<file path="config.mk">
export PLATFORM = sky130hd
export DESIGN_NAME = bprom_read_ctrl
export DESIGN_NICKNAME = d
export VERILOG_FILES = /design/src/rtl/bprom_pkg.sv /design/src/rtl/bprom_arm.sv /design/src/rtl/bprom_pulse_timer.sv /design/src/rtl/bprom_assembler.sv /design/src/rtl/bprom_read_ctrl.sv
export SDC_FILE = /design/constraint.sdc
export NUM_CORES = 1
export LEC_CHECK = 0
export BUFFER_PORTS_ARGS = -buffer_cell sky130_fd_sc_hd__buf_2
export CELL_PAD_IN_SITES_DETAIL_PLACEMENT = 1
export CELL_PAD_IN_SITES_GLOBAL_PLACEMENT = 2
export CORE_AREA = 10 10 95 97
export DETAILED_ROUTE_END_ITERATION = 10
export DIE_AREA = 0 0 105 107
export PLACE_DENSITY = 0.74
export SLEW_MARGIN = 15
export SYNTH_ARGS = -nofsm -noshare
export SYNTH_HDL_FRONTEND = slang
export SYNTH_SLANG_ARGS = --single-unit
</file>
<file path="constraint.sdc">
create_clock -name clk -period 1.2 [get_ports clk]
set_input_delay 0.24 -clock clk [delete_from_list [all_inputs] [get_ports clk]]
set_output_delay 0.24 -clock clk [all_outputs]
set_load 0.02 [all_outputs]
</file>
<file path="src/rtl/bprom_pkg.sv">
package bprom_pkg;

    localparam int ADDR_W    = 16;
    localparam int BYTE_W    = 8;
    localparam int CS_CYCLES = 3;
    localparam int BEATS     = 2;

    typedef enum logic [1:0] {
        ST_IDLE   = 2'd0,
        ST_STROBE = 2'd1,
        ST_GAP    = 2'd2,
        ST_HOLD   = 2'd3
    } seq_state_t;

    typedef struct packed {
        logic [ADDR_W-1:0] addr;
        logic              wide;
    } access_t;

    // Byte address of one beat: wide accesses replace bit 0 by the beat index.
    function automatic logic [ADDR_W-1:0] beat_addr(
        input logic [ADDR_W-1:0] base,
        input logic              wide,
        input logic              beat
    );
        return wide ? {base[ADDR_W-1:1], beat} : base;
    endfunction

endpackage

</file>
<file path="src/rtl/bprom_arm.sv">
module bprom_arm (
    input  logic clk,
    input  logic rst,
    input  logic mem_rd,
    input  logic take,
    output logic armed
);
    logic armed_q;

    always_ff @(posedge clk) begin
        if (rst)          armed_q <= 1'b0;
        else if (!mem_rd) armed_q <= 1'b1;
        else if (take)    armed_q <= 1'b0;
    end

    assign armed = armed_q;
endmodule

</file>
<file path="src/rtl/bprom_pulse_timer.sv">
module bprom_pulse_timer #(
    parameter int CS_CYCLES = bprom_pkg::CS_CYCLES
) (
    input  logic clk,
    input  logic rst,
    input  logic run,
    output logic last
);
    localparam int CNT_W = $clog2(CS_CYCLES + 1);

    logic [CNT_W-1:0] cnt_q;

    always_ff @(posedge clk) begin
        if (rst || !run) cnt_q <= '0;
        else             cnt_q <= cnt_q + 1'b1;
    end

    assign last = run && (cnt_q == CNT_W'(CS_CYCLES - 1));
endmodule

</file>
<file path="src/rtl/bprom_assembler.sv">
module bprom_assembler #(
    parameter int BYTE_W = bprom_pkg::BYTE_W,
    parameter int BEATS  = bprom_pkg::BEATS,
    localparam int BEAT_W = (BEATS > 1) ? $clog2(BEATS) : 1
) (
    input  logic                    clk,
    input  logic                    rst,
    input  logic                    clear,
    input  logic                    capture,
    input  logic [BEAT_W-1:0]       beat,
    input  logic [BYTE_W-1:0]       byte_in,
    output logic [BEATS*BYTE_W-1:0] word
);
    for (genvar g = 0; g < BEATS; g++) begin : g_lane
        logic [BYTE_W-1:0] lane_q;
        always_ff @(posedge clk) begin
            if (rst || clear)
                lane_q <= '0;
            else if (capture && beat == BEAT_W'(g))
                lane_q <= byte_in;
        end
        assign word[g*BYTE_W +: BYTE_W] = lane_q;
    end
endmodule

</file>
<file path="src/rtl/bprom_read_ctrl.sv">
module bprom_read_ctrl
    import bprom_pkg::*;
#(
    parameter int CS_LEN = CS_CYCLES
) (
    input  logic              clk,
    input  logic              rst,
    input  logic [ADDR_W-1:0] host_addr,
    input  logic              mem_rd,
    input  logic              prom_hit,
    input  logic              hi_en_present,
    input  logic              wide_cfg,
    input  logic [BYTE_W-1:0] prom_data,
    output logic [ADDR_W-1:0] prom_addr,
    output logic              prom_cs,
    output logic              rdy,
    output logic [2*BYTE_W-1:0] sd_out,
    output logic              sd_oe_lo,
    output logic              sd_oe_hi
);
    localparam int RUN_W = $clog2(CS_LEN + 2);

    seq_state_t state_q, state_d;
    access_t    acc_q;
    logic       beat_q;
    logic       armed, start, beat_last;
    logic [2*BYTE_W-1:0] word;

    bprom_arm u_arm (
        .clk    (clk),
        .rst    (rst),
        .mem_rd (mem_rd),
        .take   (start),
        .armed  (armed)
    );

    bprom_pulse_timer #(.CS_CYCLES(CS_LEN)) u_timer (
        .clk  (clk),
        .rst  (rst),
        .run  (state_q == ST_STROBE),
        .last (beat_last)
    );

    bprom_assembler #(.BYTE_W(BYTE_W), .BEATS(2)) u_asm (
        .clk     (clk),
        .rst     (rst),
        .clear   (start),
        .capture (beat_last),
        .beat    (beat_q),
        .byte_in (prom_data),
        .word    (word)
    );

    assign start = (state_q == ST_IDLE) && mem_rd && prom_hit && armed;

    always_comb begin
        state_d = state_q;
        unique case (state_q)
            ST_IDLE:   if (start) state_d = ST_STROBE;
            ST_STROBE: if (beat_last)
                           state_d = (acc_q.wide && !beat_q) ? ST_GAP : ST_HOLD;
            ST_GAP:    state_d = ST_STROBE;
            ST_HOLD:   if (!mem_rd) state_d = ST_IDLE;
            default:   state_d = ST_IDLE;
        endcase
    end

    always_ff @(posedge clk) begin
        if (rst) begin
            state_q <= ST_IDLE;
            acc_q   <= '0;
            beat_q  <= 1'b0;
        end else begin
            state_q <= state_d;
            if (start) begin
                acc_q.addr <= host_addr;
                acc_q.wide <= wide_cfg && hi_en_present;
                beat_q     <= 1'b0;
            end else if (state_q == ST_GAP) begin
                beat_q <= 1'b1;
            end
        end
    end

    assign prom_addr = beat_addr(acc_q.addr, acc_q.wide, beat_q);
    assign prom_cs   = (state_q == ST_STROBE);
    assign rdy       = !(start || state_q == ST_STROBE || state_q == ST_GAP);
    assign sd_oe_lo  = (state_q == ST_HOLD) && mem_rd;
    assign sd_oe_hi  = sd_oe_lo && acc_q.wide;
    assign sd_out    = {acc_q.wide ? word[2*BYTE_W-1:BYTE_W] : {BYTE_W{1'b0}},
                        word[BYTE_W-1:0]};

    // Observation of chip-select run length for the pulse-width check.
    logic [RUN_W-1:0] cs_run_q;
    always_ff @(posedge clk) begin
        if (rst || !prom_cs) cs_run_q <= '0;
        else if (cs_run_q != {RUN_W{1'b1}}) cs_run_q <= cs_run_q + 1'b1;
    end


    cs_width_chk: assert property (@(posedge clk) disable iff (rst)
        $fell(prom_cs) |-> cs_run_q == RUN_W'(CS_LEN));


    cs_addr_stable_chk: assert property (@(posedge clk) disable iff (rst)
        (prom_cs && $past(prom_cs)) |-> $stable(prom_addr));


    fetch_stall_chk: assert property (@(posedge clk) disable iff (rst)
        prom_cs |-> !rdy);


    data_ready_chk: assert property (@(posedge clk) disable iff (rst)
        sd_oe_lo |-> rdy);


    hi_lane_chk: assert property (@(posedge clk) disable iff (rst)
        sd_oe_hi |-> sd_oe_lo);


    oe_strobe_chk: assert property (@(posedge clk) disable iff (rst)
        !mem_rd |-> !sd_oe_lo);


    no_hit_chk: assert property (@(posedge clk) disable iff (rst)
        (!prom_hit && rdy && !prom_cs) |=> !prom_cs);
endmodule

</file>
==> run_results.csv, run 1 <==
group,metric,value,unit
run_status,status,"complete, but fails checks",
run_status,violations,"setup timing",
layout,n_antenna_cell,0,
power,p_leak,1.12,nW
timing,rsz0062_at_grt,"yes",
yosys,synth_nets,229,
global_route,grt_first_pass_wirelength,9160,um
place,port_buffers,65,
critical_path,setup.worst_path.start,"state_q[1]",
timing,setup_viol,48,
timing,clock_skew,0.00605,ns
critical_path,path_class,"reg -> out",
routing,via_count,1654,
timing,slew_headroom,0.766,
floorplan,dieArea,11200,sq um
power,ir_drop,0.469,mV
place,placed_cells,349,
critical_path,critical-path-top-delay-family,"flip-flops",
global_route,grtUsageTotal,0.0988,
clocking,htreeDepth,2,
floorplan,fp-row-count,31,
global_route,antenna_found_initial,0,
critical_path,startpoint_type,"flip-flop",
layout,final_core_util,0.403,
place,post-place-ws,-0.114,ns
yosys,synth_cells,198,
critical_path,r2r_slack,-0.16,ns
layout,register_area,792,sq um
floorplan,die_x,105,um
power,pwr_density_cell,873,nW/um^2
place,placed_area,2150,sq um
layout,final_cells,372,
layout,final_common_cell,"buf_2",
clocking,clk_pin_slew_worst_paths,0.08,ns
floorplan,die_h,107,um
routing,drtIter0Drc,11,
hold_path,hold_path_class,"in -> reg",
floorplan,start_util,0.237,
timing,fmax,702,MHz
critical_path,critical-path-max-stage-delay,0.36,ns
yosys,ys_ff_latch,39,
layout,fin_area,2880,sq um
clocking,cts_sinks,39,
timing,layout_min_cycle_time,1.42,ns
timing,fin_hold_ws,0.194,ns
critical_path,r2r-start,"state_q[1]",
clocking,clk_latency,0.29,ns
clocking,cts_buffers,5,
yosys,syn_area,1690,sq um
yosys,synth_area_per_cell,8.52,sq um
yosys,synth.distinct_cells,29,
hold_path,holdCritStartpoint,"mem_rd",
critical_path,path_cells,"or2_4 > nor2_4 > a21oi_4 > buf_6",
layout,mostFrequentLayoutCells,"buf_2 (52), dfxtp_1 (34), buf_6 (23)",
layout,syn_to_final_growth,70.5,%
clocking,cts_root_buf,"clkbuf_8",
place,hpwl,3910,um
critical_path,cp_slowest_cell,"dfxtp_4",
routing,postRouteAntennaNets,0,
layout,multi_input_comb_area,1070,sq um
clocking,cts_tree,"yes",
critical_path,path_buf_inv,1,
routing,drc,0,
floorplan,ioPinCount,66,
critical_path,worstPathRequired,0.96,ns
clocking,clk_path_buf_depth,2,
yosys,ys_warn_count,0,
floorplan,core_area,7140,sq um
global_route,grt_overflow,0,
routing,wl_per_cell,15.8,um
timing,hold_viol,0,
routing,routed_wl,5890,um
critical_path,critPathCaptureType,"primary output",
global_route,grt_pass1_vias,1815,
timing,timing.final.crit_share,1.19,
timing,maxSlewViolCount,0,
routing,viasPerCell,4.45,
layout,nets,303,
run,maxCapViolCount,0,
layout,drive_gt1_frac,0.678,
global_route,grt_start_max_net_pins,19,
routing,first_pass_iters,2,
yosys,synth_seq_area_share,0.463,
critical_path,crit_fanout,6,
timing,fin_ws,-0.224,ns
place,gp_congestion,0.705,
timing,worstMarginPinSlew,0.352,ns
critical_path,worstPathArrival,1.18,ns
layout,fillers,859,
[state kept, by name (all words and copies together), names as in the netlist]
register,flops
acc_q,17
beat_q,1
state_q,2
u_arm.armed,1
u_asm.g_lane.lane_q,16
u_timer.cnt_q,2
[synthesized netlist by cell type]
library cell	n	area, sq um
buf_2	5	25.0
ha_1	1	12.5
nor3_1	2	10.0
and4b_1	1	10.0
mux2i_1	8	80.1
a21o_1	1	7.51
o21ai_1	2	10.0
nor4bb_1	1	10.0
a211oi_1	1	7.51
nor2_1	11	41.3
nand2b_1	1	6.26
mux2_2	1	11.3
a21oi_2	1	8.76
nand4b_1	1	8.76
and2_1	9	56.3
o21ai_0	16	80.1
nor2_2	1	6.26
dfxtp_1	39	781
clkbuf_1	5	18.8
nand3_1	17	85.1
or2_2	1	6.26
inv_1	4	15.0
and3_1	2	12.5
a21oi_1	28	140
o22ai_1	1	6.26
buf_6	3	33.8
buf_4	17	128
nand4_1	1	6.26
nand2_1	17	63.8
[worst register-to-register path, delay by kind of cell (launching register included)]
| family | cells | cell delay [ns] |
|---|---|---|
| buf+inv | 2 | 0.35 |
| flops | 1 | 0.36 |
| mux | 1 | 0.19 |
| simple gates | 2 | 0.37 |
[per-stage QoR]
| stage | power [W] | TNS [ns] |
|---|---|---|
| 3_5_place_dp | 0.00158 | -1.66 |
| 2_1_floorplan | 0.00148 | -0.229 |
| 6_report | 0.00251 | -4.33 |
| 4_1_cts | 0.00247 | -4.71 |
| 5_1_grt | 0.00264 | -7.24 |
| 3_3_place_gp | 0.00157 | -1.00 |
[cell type report]
| cell class | instances | area share |
|---|---|---|
| clock buffers | 7 | 0.0265 |
| clock inverters | 1 | 0.00174 |
| inverters | 4 | 0.00522 |
| multi-input cells | 125 | 0.370 |
| flip-flops and latches | 39 | 0.275 |
| well taps | 99 | 0.0430 |
| repair buffers | 97 | 0.278 |
[cell families (layout without fill, tap and decap cells)]
| group | Yosys count | in the layout | synth area share |
|---|---|---|---|
| flops | 39 | 39 | 0.463 |
| mux | 9 | 9 | 0.0541 |
| simple gates | 65 | 65 | 0.191 |
| fa+ha+maj | 1 | 1 | 0.00741 |
| compound gates | 50 | 50 | 0.154 |
| buf+inv | 34 | 109 | 0.130 |
[routing by layer]
layer  global-route usage  part of all wire  up-vias
met3               0.0419             0.075        7
met5                    0                 0        -
met1                0.115              0.43      790
met2                0.165              0.49       50
li1                     -                 -      807
met4               0.0235            0.0071        0
[where the power goes]
| part | total [W] | switching (W) | internal (W) |
|---|---|---|---|
| logic | 0.000335 | 0.000181 | 0.000154 |
| clock network | 0.000856 | 0.000448 | 0.000408 |
| registers | 0.00132 | 0.0000129 | 0.00131 |
[repair_timing]
action	CTS	global route
pin swaps	15	33
gates cloned	2	3
endpoints found under the setup margin	41	49
gates resized for setup	81	66
buffers inserted	7	4
hold buffers	0	0
[path summary, 6_finish.rpt]
kind                                                   to  cells after the start
worst min register to register           u_timer.cnt_q[0]                      1
worst max-delay path                                  rdy                      4
worst min-delay path                          u_arm.armed                      2
worst max register to register  u_asm.g_lane[0].lane_q[3]                      5
(Power assumes the default switching activity.)
==> run 2: changes to the inputs <==
- ABC_AREA: not set -> 1
- CORE_AREA: 10 10 95 97 -> 10 10 99 101
- DIE_AREA: 0 0 105 107 -> 0 0 109 111
==> run_results.csv, run 2 <==
group,metric,value,unit
timing,hold_viol,0,
layout,n_antenna_cell,0,
layout,syn_to_final_growth,49.5,%
timing,worstMarginPinSlew,0.233,ns
routing,via_count,1727,
global_route,grt_start_max_net_pins,18,
place,hpwl,4200,um
run_status,status,"complete, but fails checks",
clocking,clk_latency,0.29,ns
run,maxCapViolCount,0,
critical_path,worstPathArrival,1.17,ns
layout,fin_area,2750,sq um
critical_path,path_buf_inv,3,
yosys,synthAdderAreaFrac,0.00681,
timing,fmax,709,MHz
place,placed_area,2210,sq um
yosys,synthMuxAreaShare,0,
layout,top_regs,"acc_q: 17 flops, u_asm.g_lane.lane_q: 16 flops",
yosys,synth_edf_count,0,
yosys,async_flop_share,0,
yosys,synth_top_family_by_area,"simple AND/OR/NAND/NOR gates",
floorplan,ioPinCount,66,
global_route,use_met3,0.0500,
yosys,synth.distinct_cells,24,
layout,final_cells,404,
place,placed_cells,384,
critical_path,worstPathRequired,0.96,ns
timing,layout_min_cycle_time,1.41,ns
yosys,synth_nets,261,
yosys,synth_xor_area_frac,0,
yosys,synth_top_area_frac,0.425,
global_route,grt_pass1_vias,1772,
yosys,synth_area_per_cell,7.99,sq um
clocking,cts_buffers,5,
critical_path,path_cells,"inv_4 > nand2_4 > nor2_8 > nand2_4 > nand3_4 > inv_2 > buf_6",
global_route,antenna_found_initial,0,
layout,largest_reg_flops,17,
clocking,cts.hold.buffers_added,0,
global_route,grt_first_pass_wirelength,9110,um
yosys,syn_area,1840,sq um
critical_path,path_class,"reg -> out",
timing,timing.final.crit_share,1.17,
timing,rsz0062_at_grt,"yes",
routing,first_pass_iters,3,
routing,drtIter0Drc,37,
place,gp_congestion,0.766,
power,pwr_density_cell,967,nW/um^2
timing,slew_headroom,0.843,
floorplan,die_h,111,um
hold_path,hold_path_class,"in -> reg",
yosys,ys_ff_latch,39,
routing,wl_per_cell,14.7,um
global_route,grt_overflow,0,
floorplan,dieArea,12100,sq um
layout,nets,329,
clocking,cts_root_buf,"clkbuf_8",
layout,fillers,958,
critical_path,critical-path-max-stage-delay,0.38,ns
layout,mostFrequentLayoutCells,"buf_2 (52), dfxtp_1 (34), nand2_1 (32)",
critical_path,critical-path-top-delay-family,"flip-flops",
yosys,synth_compound_area_frac,0.121,
clocking,cts_sinks,39,
clocking,clk_path_buf_depth,2,
critical_path,crit_fanout,5,
routing,drc,0,
timing,maxSlewViolCount,0,
timing,setup_viol,38,
global_route,grtUsageMet1,0.115,
yosys,ys_warn_count,0,
timing,clock_skew,0.00387,ns
critical_path,cp_slowest_cell,"dfxtp_4",
place,port_buffers,65,
yosys,synthTopCellsByCount,"nand2_1 (41), dfxtp_1 (39), a21oi_1 (27), nand3_1 (25), inv_1 (21)",
global_route,grtUsageMet2,0.134,
clocking,clk_pin_slew_worst_paths,0.08,ns
power,ir_drop,0.545,mV
yosys,synth-simple-area-share,0.273,
floorplan,start_util,0.230,
yosys,synth.area.top_cells,"dfxtp_1 (43%), nand2_1 (8.4%), a21oi_1 (7.4%)",
layout,final_common_cell,"buf_2",
yosys,synth_seq_area_share,0.425,
critical_path,startpoint_type,"flip-flop",
floorplan,die_x,109,um
layout,drive_gt1_frac,0.512,
floorplan,core_area,7970,sq um
yosys,synth.largest_area_cell,"dfxtp_1",
yosys,synth_cells,230,
clocking,cts_tree,"yes",
routing,postRouteAntennaNets,0,
global_route,grtUsageTotal,0.0935,
layout,top_register,"acc_q",
routing,routed_wl,5940,um
routing,viasPerCell,4.27,
power,p_leak,1.27,nW
run_status,violations,"setup timing",
timing,fin_ws,-0.210,ns
global_route,top_usage_layer,"met2",
critical_path,crit_top_cell,"nand2_4",
yosys,ys.flop_type,"dfxtp_1",
floorplan,fp-row-count,33,
clocking,htreeDepth,2,
critical_path,critPathCaptureType,"primary output",
yosys,synth_most_common_cell,"nand2_1",
-- run 2: cell types whose count changed after synthesis, moves of 6 or more --
cell,change
nand2_1,+24
inv_1,+17
nand4_1,+15
o21ai_0,-14
and2_1,-9
nand2_2,+9
nor2_1,-9
mux2i_1,-8
nand3_1,+8
a21oi_2,+6
-- run 2: layout make-up --
class / instances / area (sq um) / area share
Clock buffer: 8 / 100 / 0.0365
Inverter: 23 / 91.3 / 0.0333
Multi-Input combinational cell: 138 / 848 / 0.309
Timing Repair Buffer: 91 / 779 / 0.284
Sequential cell: 39 / 795 / 0.289
Tap cell: 105 / 131 / 0.0479
-- run 2: metrics by stage --
stage | setup WS [ns] | utilization | setup TNS (ns) | hold WS [ns] | power, W
4_1_cts | -0.230 | 0.330 | -2.62 | 0.203 | 0.00266
3_5_place_dp | -0.0856 | 0.278 | -1.17 | 0.417 | 0.00161
6_report | -0.210 | 0.344 | -2.83 | 0.211 | 0.00266
2_1_floorplan | -0.111 | - | -0.111 | 0.339 | 0.00151
5_1_grt | -0.266 | 0.344 | -5.59 | 0.209 | 0.00277
3_3_place_gp | -0.0623 | 0.278 | -0.714 | 0.411 | 0.00160
-- run 2: power breakdown --
| group | switching, W | total [W] | internal (W) | leakage [nW] |
|---|---|---|---|---|
| sequential | 0.0000133 | 0.00132 | 0.00130 | 0.318 |
| combinational | 0.000169 | 0.000336 | 0.000167 | 0.902 |
| clock | 0.000475 | 0.00100 | 0.000526 | 0.0515 |
-- run 2: path summary, 6_finish.rpt --
check | from | end | slack (ns) | cells past startpoint
setup reg to reg | state_q[1] | u_asm.g_lane[1].lane_q[6] | -0.15 | 8
hold reg to reg | u_timer.cnt_q[0] | u_timer.cnt_q[0] | 0.42 | 1
hold / removal | host_addr[3] | acc_q[4] | 0.21 | 3
setup / recovery | state_q[1] | rdy | -0.21 | 7
-- run 2: cell families after synthesis --
family	Yosys count
AO/OA/AOI/OAI	38
AND/OR/NAND/NOR	99
flip-flops	39
adder cells (fa/ha/maj)	1
buffers and inverters	53
-- run 2: worst reg2reg max path: stages, from the launching register on --
cell and delay [ns]:
dfxtp_4 0.40, inv_4 0.05, nand2_4 0.09, nor2_8 0.04, nand2_4 0.07, buf_4 0.18, nand2_4 0.08, bufbuf_16 0.27
a21oi_1 0.11
-- run 2: layer usage --
metal | vias up | routed length [um]
li1 | 878 | -
met1 | 784 | 2610
met2 | 59 | 2620
met3 | 6 | 638
met4 | 0 | 68
met5 | - | 0
-- run 2: timing repair --
item	CTS	global route
pin swaps	13	6
hold endpoints to repair	0	0
resized for setup	66	15
buffers inserted	6	1
endpoints found under the setup margin	40	47
gates cloned	3	2
